`src/rtl/spiGefPkg.sv`:
```
package spiGefPkg;
  // strobes from the frame control to the datapath, all one clk cycle wide
  typedef struct packed {
    logic frameStart;  // chip select seen falling
    logic frameEnd;    // chip select seen rising
    logic sampleBit;   // sclk rising inside a frame
    logic addrDone;    // the rising edge that completes the address byte
    logic shiftBit;    // sclk falling, shift the output byte
    logic loadData;    // sclk falling after the address byte, load data byte
    logic commit;      // frame closed after exactly two bytes
    logic protoErr;    // frame closed after a count that is not whole bytes
  } spiStrb_t;
endpackage

```
`src/rtl/spiGefCtrl.sv`:
```
module spiGefCtrl
  import spiGefPkg::*;
#(
  parameter int DATA_W = 8,
  parameter int CNT_W  = 6
) (
  input  logic     clk,
  input  logic     rstN,
  input  logic     sclk,
  input  logic     csN,
  input  logic     sdi,
  output logic     sdiS,
  output spiStrb_t strb
);
  localparam logic [CNT_W-1:0] BYTE_C = CNT_W'(DATA_W);
  localparam logic [CNT_W-1:0] FRAME_C = CNT_W'(2 * DATA_W);

  logic [2:0] sclkQ, csQ;
  logic [1:0] sdiQ;
  logic [CNT_W-1:0] cnt;
  logic sclkRise, sclkFall, csLow, csFell, csRose;

  always_ff @(posedge clk or negedge rstN) begin
    if (!rstN) begin
      sclkQ <= '0;
      csQ   <= '1;
      sdiQ  <= '0;
    end else begin
      sclkQ <= {sclkQ[1:0], sclk};
      csQ   <= {csQ[1:0], csN};
      sdiQ  <= {sdiQ[0], sdi};
    end
  end

  assign sclkRise = sclkQ[1] & ~sclkQ[2];
  assign sclkFall = ~sclkQ[1] & sclkQ[2];
  assign csLow    = ~csQ[1];
  assign csFell   = ~csQ[1] & csQ[2];
  assign csRose   = csQ[1] & ~csQ[2];
  assign sdiS     = sdiQ[1];

  // rising-edge counter, saturating; cleared at both frame boundaries
  always_ff @(posedge clk or negedge rstN) begin
    if (!rstN)                                  cnt <= '0;
    else if (csFell || csRose)                  cnt <= '0;
    else if (csLow && sclkRise && cnt != '1)    cnt <= cnt + 1'b1;
  end

  always_comb begin
    strb            = '0;
    strb.frameStart = csFell;
    strb.frameEnd   = csRose;
    strb.sampleBit  = csLow & sclkRise;
    strb.addrDone   = csLow & sclkRise & (cnt == BYTE_C - 1'b1);
    strb.loadData   = csLow & sclkFall & (cnt == BYTE_C);
    strb.shiftBit   = csLow & sclkFall & (cnt != BYTE_C);
    strb.commit     = csRose & (cnt == FRAME_C);
    strb.protoErr   = csRose & (cnt != '0) & ((cnt % BYTE_C) != '0);
  end

  // outside a frame the counter rests at zero
  p_idle_count_r10: assert property (@(posedge clk) disable iff (!rstN)
    !csLow && !strb.frameEnd |-> cnt == '0);
endmodule

```
`src/rtl/spiGefDatapath.sv`:
```
module spiGefDatapath
  import spiGefPkg::*;
#(
  parameter int FAULT_W = 6
) (
  input  logic                 clk,
  input  logic                 rstN,
  input  spiStrb_t             strb,
  input  logic                 sdiS,
  input  logic                 sdiRaw,
  input  logic                 csN,
  input  logic [FAULT_W-1:0]   faultPulse,
  input  logic [FAULT_W+1:0]   regRdData,
  output logic                 sdo,
  output logic                 sdoEn,
  output logic [FAULT_W-1:0]   regIdx,
  output logic                 regWrEn,
  output logic [FAULT_W+1:0]   regWrData
);
  localparam int DATA_W = FAULT_W + 2;
  localparam int ERR_B  = FAULT_W;

  logic [FAULT_W-1:0] faults, clrFaults;
  logic spiErr, clrErr, setErr, gef, preClk;
  logic [DATA_W-1:0] shIn, shOut, addrQ, snap, statusLive, addrNext;
  logic readStatus, doWrite;

  assign gef        = (|faults) | spiErr;
  assign statusLive = {gef, spiErr, faults};
  assign addrNext   = {shIn[DATA_W-2:0], sdiS};
  assign regIdx     = addrQ[DATA_W-2:1];

  assign readStatus = strb.commit & addrQ[0] & ~addrQ[DATA_W-1] & (regIdx == '0);
  assign doWrite    = strb.commit & addrQ[0] & addrQ[DATA_W-1] & (regIdx != '0);
  assign clrFaults  = readStatus ? snap[FAULT_W-1:0] : '0;
  assign clrErr     = readStatus & snap[ERR_B];
  assign setErr     = (strb.addrDone & ~addrNext[0]) | strb.protoErr;

  always_ff @(posedge clk or negedge rstN) begin
    if (!rstN) begin
      faults <= '0;
      spiErr <= 1'b0;
    end else begin
      faults <= (faults & ~clrFaults) | faultPulse;
      spiErr <= setErr | (spiErr & ~clrErr);
    end
  end

  always_ff @(posedge clk or negedge rstN) begin
    if (!rstN) begin
      shIn   <= '0;
      shOut  <= '0;
      addrQ  <= '0;
      snap   <= '0;
      preClk <= 1'b1;
    end else begin
      if (strb.frameStart)     shIn <= '0;
      else if (strb.sampleBit) shIn <= addrNext;

      if (strb.addrDone) begin
        addrQ <= addrNext;
        snap  <= statusLive;
      end

      if (strb.frameStart)     shOut <= statusLive;
      else if (strb.loadData)  shOut <= (regIdx == '0) ? snap : regRdData;
      else if (strb.shiftBit)  shOut <= {shOut[DATA_W-2:0], 1'b0};

      if (strb.frameStart || strb.frameEnd) preClk <= 1'b1;
      else if (strb.sampleBit)              preClk <= 1'b0;
    end
  end

  always_ff @(posedge clk or negedge rstN) begin
    if (!rstN) begin
      regWrEn   <= 1'b0;
      regWrData <= '0;
    end else begin
      regWrEn <= doWrite;
      if (doWrite) regWrData <= shIn;
    end
  end

  // zero-clock flag path: live flag ORed with the chain input
  assign sdoEn = ~csN;
  assign sdo   = preClk ? (gef | sdiRaw) : shOut[DATA_W-1];

  // a fault event always raises the flag on the next cycle
  p_fault_latch_r3: assert property (@(posedge clk) disable iff (!rstN)
    |faultPulse |=> gef);
  // the error bit only drops at a committed frame end
  p_err_sticky_r7: assert property (@(posedge clk) disable iff (!rstN)
    spiErr && !strb.commit |=> spiErr);
  // the write strobe is a single-cycle pulse
  p_wr_pulse_r9: assert property (@(posedge clk) disable iff (!rstN)
    regWrEn |=> !regWrEn);
  // once shifting starts the zero-clock path is released
  p_preclk_done_r2: assert property (@(posedge clk) disable iff (!rstN)
    strb.shiftBit |-> !preClk);
endmodule

```
`src/rtl/spiGefSlave.sv`:
```
module spiGefSlave
  import spiGefPkg::*;
#(
  parameter int FAULT_W = 6,
  parameter int CNT_W   = 6
) (
  input  logic                 clk,
  input  logic                 rstN,
  input  logic                 sclk,
  input  logic                 csN,
  input  logic                 sdi,
  input  logic [FAULT_W-1:0]   faultPulse,
  input  logic [FAULT_W+1:0]   regRdData,
  output logic                 sdo,
  output logic                 sdoEn,
  output logic [FAULT_W-1:0]   regIdx,
  output logic                 regWrEn,
  output logic [FAULT_W+1:0]   regWrData
);
  localparam int DATA_W = FAULT_W + 2;

  spiStrb_t strb;
  logic sdiS;

  spiGefCtrl #(.DATA_W(DATA_W), .CNT_W(CNT_W)) i_ctrl (
    .clk(clk), .rstN(rstN), .sclk(sclk), .csN(csN), .sdi(sdi),
    .sdiS(sdiS), .strb(strb)
  );

  spiGefDatapath #(.FAULT_W(FAULT_W)) i_dp (
    .clk(clk), .rstN(rstN), .strb(strb), .sdiS(sdiS), .sdiRaw(sdi),
    .csN(csN), .faultPulse(faultPulse), .regRdData(regRdData),
    .sdo(sdo), .sdoEn(sdoEn), .regIdx(regIdx), .regWrEn(regWrEn),
    .regWrData(regWrData)
  );
endmodule

```
`config.mk`:
```
export PLATFORM = sky130hd
export DESIGN_NAME = spiGefSlave
export DESIGN_NICKNAME = d
export VERILOG_FILES = /design/src/rtl/spiGefPkg.sv /design/src/rtl/spiGefCtrl.sv /design/src/rtl/spiGefDatapath.sv /design/src/rtl/spiGefSlave.sv
export SDC_FILE = /design/constraint.sdc
export NUM_CORES = 1
export LEC_CHECK = 0
export ABC_CLOCK_PERIOD_IN_PS = 1850
export BUFFER_PORTS_ARGS = -buffer_cell sky130_fd_sc_hd__buf_2
export CAP_MARGIN = 15
export CORE_ASPECT_RATIO = 0.9
export CORE_MARGIN = 1
export CORE_UTILIZATION = 27
export DETAILED_ROUTE_END_ITERATION = 16
export RECOVER_POWER = 100
export SYNTH_ARGS = -nofsm -noshare
export SYNTH_HDL_FRONTEND = slang
export SYNTH_SLANG_ARGS = --single-unit
```
`constraint.sdc`:
```
create_clock -name clk -period 1.85 [get_ports clk]
set_input_delay 0.185 -clock clk [delete_from_list [all_inputs] [get_ports clk]]
set_output_delay 0.185 -clock clk [all_outputs]
set_load 0.03 [all_outputs]
```
## Yosys cells after proc, flatten, opt, wreduce, memory -nomap -nowiden

Index checks and enable logic that the tools add are counted.

| cells by class | value |
|---|---|
| add/subtract/negate cells | 1 |
| equal/unequal tests | 5 |
| muxes and demuxes | 12 |
| bitwise logic cells | 35 |
| reductions and logical operators | 12 |

Operator list:

| kind | number |
|---|---|
| $mux 8 | 6 |
| $and 1x1->1 | 20 |
| $mux 6 | 3 |
| $reduce_bool 6->1 | 3 |
| $not 1->1 | 8 |
| $add 6x1->6 const B | 1 |
| $and 6x6->6 | 1 |
| $eq 6x3->1 const B | 1 |
| $eq 6x4->1 const B | 1 |
| $eq 6x5->1 const B | 1 |
| $logic_not 6->1 | 1 |
| $ne 6x4->1 const B | 1 |
| $ne 6x6->1 const B | 1 |
| $not 6->6 | 1 |
| $or 6x6->6 | 1 |
| $reduce_bool 2->1 | 3 |
| $reduce_or 6->1 | 1 |
| $or 1x1->1 | 4 |
| $mux 1 | 3 |
| $reduce_bool 3->1 | 1 |
| $logic_and 1x1->1 | 2 |
| $logic_or 1x1->1 | 1 |

| storage, ports and cells | value |
|---|---|
| flip-flop bits (word level) | 63 |
| output and inout bits | 17 |

## Depth between registers and ports, before layout

| logic depth | value |
|---|---|
| word-level depth | 10 |
| mapped depth | 8 |

## Cells and area by module

Synthesis repeated with hierarchy kept, for this count alone.

| unflattened totals | value |
|---|---|
| cell total of the unflattened synthesis | 239 |
| area total of the unflattened synthesis | 2984.1 sq um |

By module, submodules not included:

| module | instances | cells an instance | area an instance (sq um) | sequential area each (sq um) |
|---|---|---|---|---|
| spiGefDatapath | 1 | 174 | 2265.9 | 1227.4 |
| spiGefCtrl | 1 | 65 | 718.2 | 354.1 |

## Least setup slack after synthesis

No wires, ideal clock.

| timing path | value |
|---|---|
| path kind | flip-flop to flip-flop |
| from | reg i_ctrl.cnt[0] |
| to | reg i_dp.shOut[0] |
| setup time | 0.086 ns |
| arrival | 1.945 ns |
| path slack | -0.181 ns |
| stages on the path, launching flop included | 9 |
| cells stage by stage | dfrtp_1 -> inv_1 -> ha_1 -> nand2b_4 -> or4b_4 -> buf_6 -> or3_1 -> buf_6 -> o221ai_2 |

| between the ends | value |
|---|---|
| longest elaborated chain between the ends | 4 |
| elaborated cells between the ends (all ways) | 7 |
| those cells by class | 2 x eq/ne; 2 x mux; 2 x bitwise; 1 x reduce/logical |

Ends and longest elaborated chain:

| element | line | source |
|---|---|---|
| start: declaration | spiGefCtrl.sv:20 | `logic [CNT_W-1:0] cnt;` |
| start signal: assignment | spiGefCtrl.sv:46 | `else if (csLow && sclkRise && cnt != '1) cnt <= cnt + 1'b1;` |
| $eq 6x4->1 | spiGefCtrl.sv:55 | `strb.loadData = csLow & sclkFall & (cnt == BYTE_C);` |
| $and 1x1->1 | spiGefCtrl.sv:55 |  |
| $mux 8 | spiGefDatapath.sv:66 | `else if (strb.loadData) shOut <= (regIdx == '0) ? snap : regRdData;` |
| $mux 8 | spiGefDatapath.sv:65 | `if (strb.frameStart) shOut <= statusLive;` |
| end signal: assignment | spiGefDatapath.sv:65 |  |
| end signal: assignment | spiGefDatapath.sv:66 |  |
| end signal: assignment | spiGefDatapath.sv:67 | `else if (strb.shiftBit) shOut <= {shOut[DATA_W-2:0], 1'b0};` |
| end: declaration | spiGefDatapath.sv:25 | `logic [DATA_W-1:0] shIn, shOut, addrQ, snap, statusLive, addrNext;` |

Several ways; a longest one is shown, not always the timed one.
A chain may end at the register's enable or synchronous reset.

## Worst setup path after layout

| timing path | value |
|---|---|
| from | reg i_dp.addrQ[2] |
| to | reg i_dp.regWrData[1] |

| between the ends | value |
|---|---|
| longest elaborated chain between the ends | 2 |

Ends and longest elaborated chain:

| element | line | source |
|---|---|---|
| start: declaration | spiGefDatapath.sv:25 |  |
| start signal: assignment | spiGefDatapath.sv:61 | `addrQ <= addrNext;` |
| $reduce_bool 6->1 | spiGefDatapath.sv:34 | `assign doWrite = strb.commit & addrQ[0] & addrQ[DATA_W-1] & (regIdx != '0);` |
| $and 1x1->1 | spiGefDatapath.sv:34 |  |
| end signal: assignment | spiGefDatapath.sv:80 | `if (doWrite) regWrData <= shIn;` |
| end: declaration | spiGefDatapath.sv:18 | `output logic [FAULT_W+1:0] regWrData` |

No other way between the ends.

==> flow_summary.ini <==
[timing]
fmax_ghz = 0.514
setup_viol = 34
worst_hold_slack_ps = 111
timing.slew.headroom_pct = 41.9
hold_viol_final = 0
post-route-min-period_ps = 1950
tightest_slew_ps = 871
rsz0062_at_grt = true
drv_slew = 0
period_share_pct = 105
fin_ws_ps = -96.4
fin_tns_setup_ps = -1500
skew_ps = 5.70

[flow_run]
maxCapViolations = 0

[detailed_routing]
wl_per_cell_um = 14.8
wl_um = 6770
drt-pass1-iter-count = 4
drc_errors = 0
via_per_inst = 4.63
vias = 2109
dr.first_iter.drc_count = 143
ant_nets = 0

[critical_path]
critical_path_required_ps = 2070
start_kind = flop
regToRegStartpoint = i_dp.addrQ[2]
crit_arrival_ps = 2160
end_kind = flop
crit_start = i_dp.addrQ[2]
critical_path_class = flop to flop
cp_max_fo = 8

[cells_and_area]
n_antenna_cell = 0
layout_common_cells = 59 x dfrtp_1, 32 x nand2_1, 23 x buf_4
layout_commonest_cell = dfrtp_1
layout-drive-gt1-share_pct = 37.6
area.growth.synth_to_final_pct = 37.9
final_cells = 456
layout.nets = 345
fin_util_pct = 38.6
fill_cells = 997

[global_routing]
overflow = 0
grt_max_degree = 36
grt_use_total_pct = 12.7
grt_pass1_vias = 2085
grt_pass1_wl_um = 10700
antenna_found_initial = 0

[placement]
io_buffers = 35
place_hpwl_um = 4460
placed_cells_incl_taps = 427
place.gp.congestion = 0.755

[synth]
syn-instance-count = 248
yosys.area.top_type = dfrtp_1
synth_top_flop_cell = dfrtp_1
synth_top_area_share_pct = 51.2
synth.net_count = 271
synth_edf_count = 0
syn_area_per_cell_um2 = 11.6
synth.yosys.seq_area_share_pct = 54.9
synthesis.area_um2 = 2880
synthArstFlopShare_pct = 100
synthTopCellsByArea = dfrtp_1 51%, mux2_2 5.9%, nand2_1 4.3%
ys_ff_latch = 63
synth_cell_types = 45
yosysWarnings = 0

[clock_network]
root_buffer = clkbuf_16
cts_max_path_buffers = 2
clock_sinks = 63
numCtsBuffers = 9
path_clk_slew_ps = 50
htree_levels = 3
clk_latency_ps = 330
tritoncts = yes

[floorplanning]
io_pins = 36
rows = 35
die_w_um = 111
start_util_pct = 28.0
die_h_um = 100
coreArea_um2 = 10300
die-area_um2 = 11100

[power]
power_density_nw_per_um2 = 888
irDropWorstVdd_v = 0.000758
leakagePower_nw = 1.81

[run_status]
violations = setup timing
status = finished with violations

[worst_hold_path]
min_from = faultPulse[5]
hold_path_class = primary input to flop
[logic make-up after synthesis]
logic type,Yosys count,share of synthesized area (%)
AO/OA/AOI/OAI,40,9.77
XOR/XNOR,1,0.304
adder cells (fa/ha/maj),4,1.74
buffers and inverters,31,5.90
flip-flops,63,54.9
multiplexers,33,13.5
AND/OR/NAND/NOR,76,13.9
[path summary, 6_finish.rpt]
path / end / slack (ps) / cells after the start
min in group asynchronous: i_dp.shIn[0] / 600 / 3
min reg2reg: i_ctrl.sclkQ[1] / 360 / 0
max reg2reg: i_dp.regWrData[1] / -100 / 4
min: i_dp.faults[5] / 110 / 3
max in group asynchronous: i_dp.snap[3] / 620 / 3
max: i_dp.regWrData[1] / -100 / 4
[cell type report]
class / count / area [um2] / area share (%)
Sequential cell: 63 / 1580 / 39.8
Multi-Input combinational cell: 154 / 1280 / 32.1
Timing Repair Buffer: 79 / 567 / 14.3
Clock buffer: 11 / 253 / 6.36
Tap cell: 129 / 161 / 4.06
Clock inverter: 5 / 80.1 / 2.01
Inverter: 15 / 56.3 / 1.42
[synthesized netlist by cell type, drive strengths merged (2+ instances only)]
cell type	n
a211oi	2
a21oi	11
a31oi	12
and2	6
and3	2
buf	13
clkbuf	3
dfrtp	59
dfstp	4
ha	4
inv	15
mux2	23
mux2i	10
nand2	33
nand2b	2
nand3	2
nor2	13
nor3	2
nor3b	4
o21ai	3
o221ai	7
or3	2
or3b	2
or4	2
[worst max-delay path, cell delays in order, from the launching register on]
cell and delay (ps):
dfrtp_1 370, or4_4 530, or3_4 390, nand3_4 180, mux2_2 350
[registers in the layout (all words and copies together), names as in the netlist]
name and flops:
i_dp.snap 8, i_dp.preClk 1, i_dp.regWrEn 1, i_dp.shOut 8, i_ctrl.csQ 3, i_dp.spiErr 1
i_ctrl.cnt 6, i_dp.faults 6, i_dp.shIn 8, i_dp.addrQ 8, i_ctrl.sdiQ 2, i_dp.regWrData 8
i_ctrl.sclkQ 3
[report_power, final]
group,leakage (nW),internal [mW],switching [mW],total (mW)
combinational,0.857,0.0981,0.122,0.220
sequential,0.797,1.42,0.0218,1.44
clock,0.158,1.25,0.617,1.87
[routing by layer]
| layer | GRT usage (%) | wire length (um) | vias to the layer above |
|---|---|---|---|
| li1 | - | - | 1015 |
| met1 | 17.1 | 3260 | 1043 |
| met2 | 18.3 | 3070 | 38 |
| met3 | 3.62 | 241 | 13 |
| met4 | 7.18 | 191 | 0 |
| met5 | 0 | 0 | - |
[stage by stage]
| step | area (um2) | power, mW | setup slack (ps) |
|---|---|---|---|
| floorplan | 2910 | 1.56 | -137 |
| global placement | 3390 | 1.67 | -136 |
| detailed placement | 3390 | 1.68 | -159 |
| CTS | 3820 | 3.57 | -112 |
| global route | 3980 | 3.65 | -142 |
| finish | 3980 | 3.53 | -96.4 |
[what timing repair did]
item | CTS | global route
gates resized for setup | 11 | 21
endpoints found under the setup margin | 37 | 40
hold buffers | 4 | 0
pin swaps | 5 | 7
endpoints found under the hold margin | 62 | 0
buffers inserted | 1 | 5
gates cloned | 0 | 3
No activity file was read; power rests on OpenSTA's default activity.
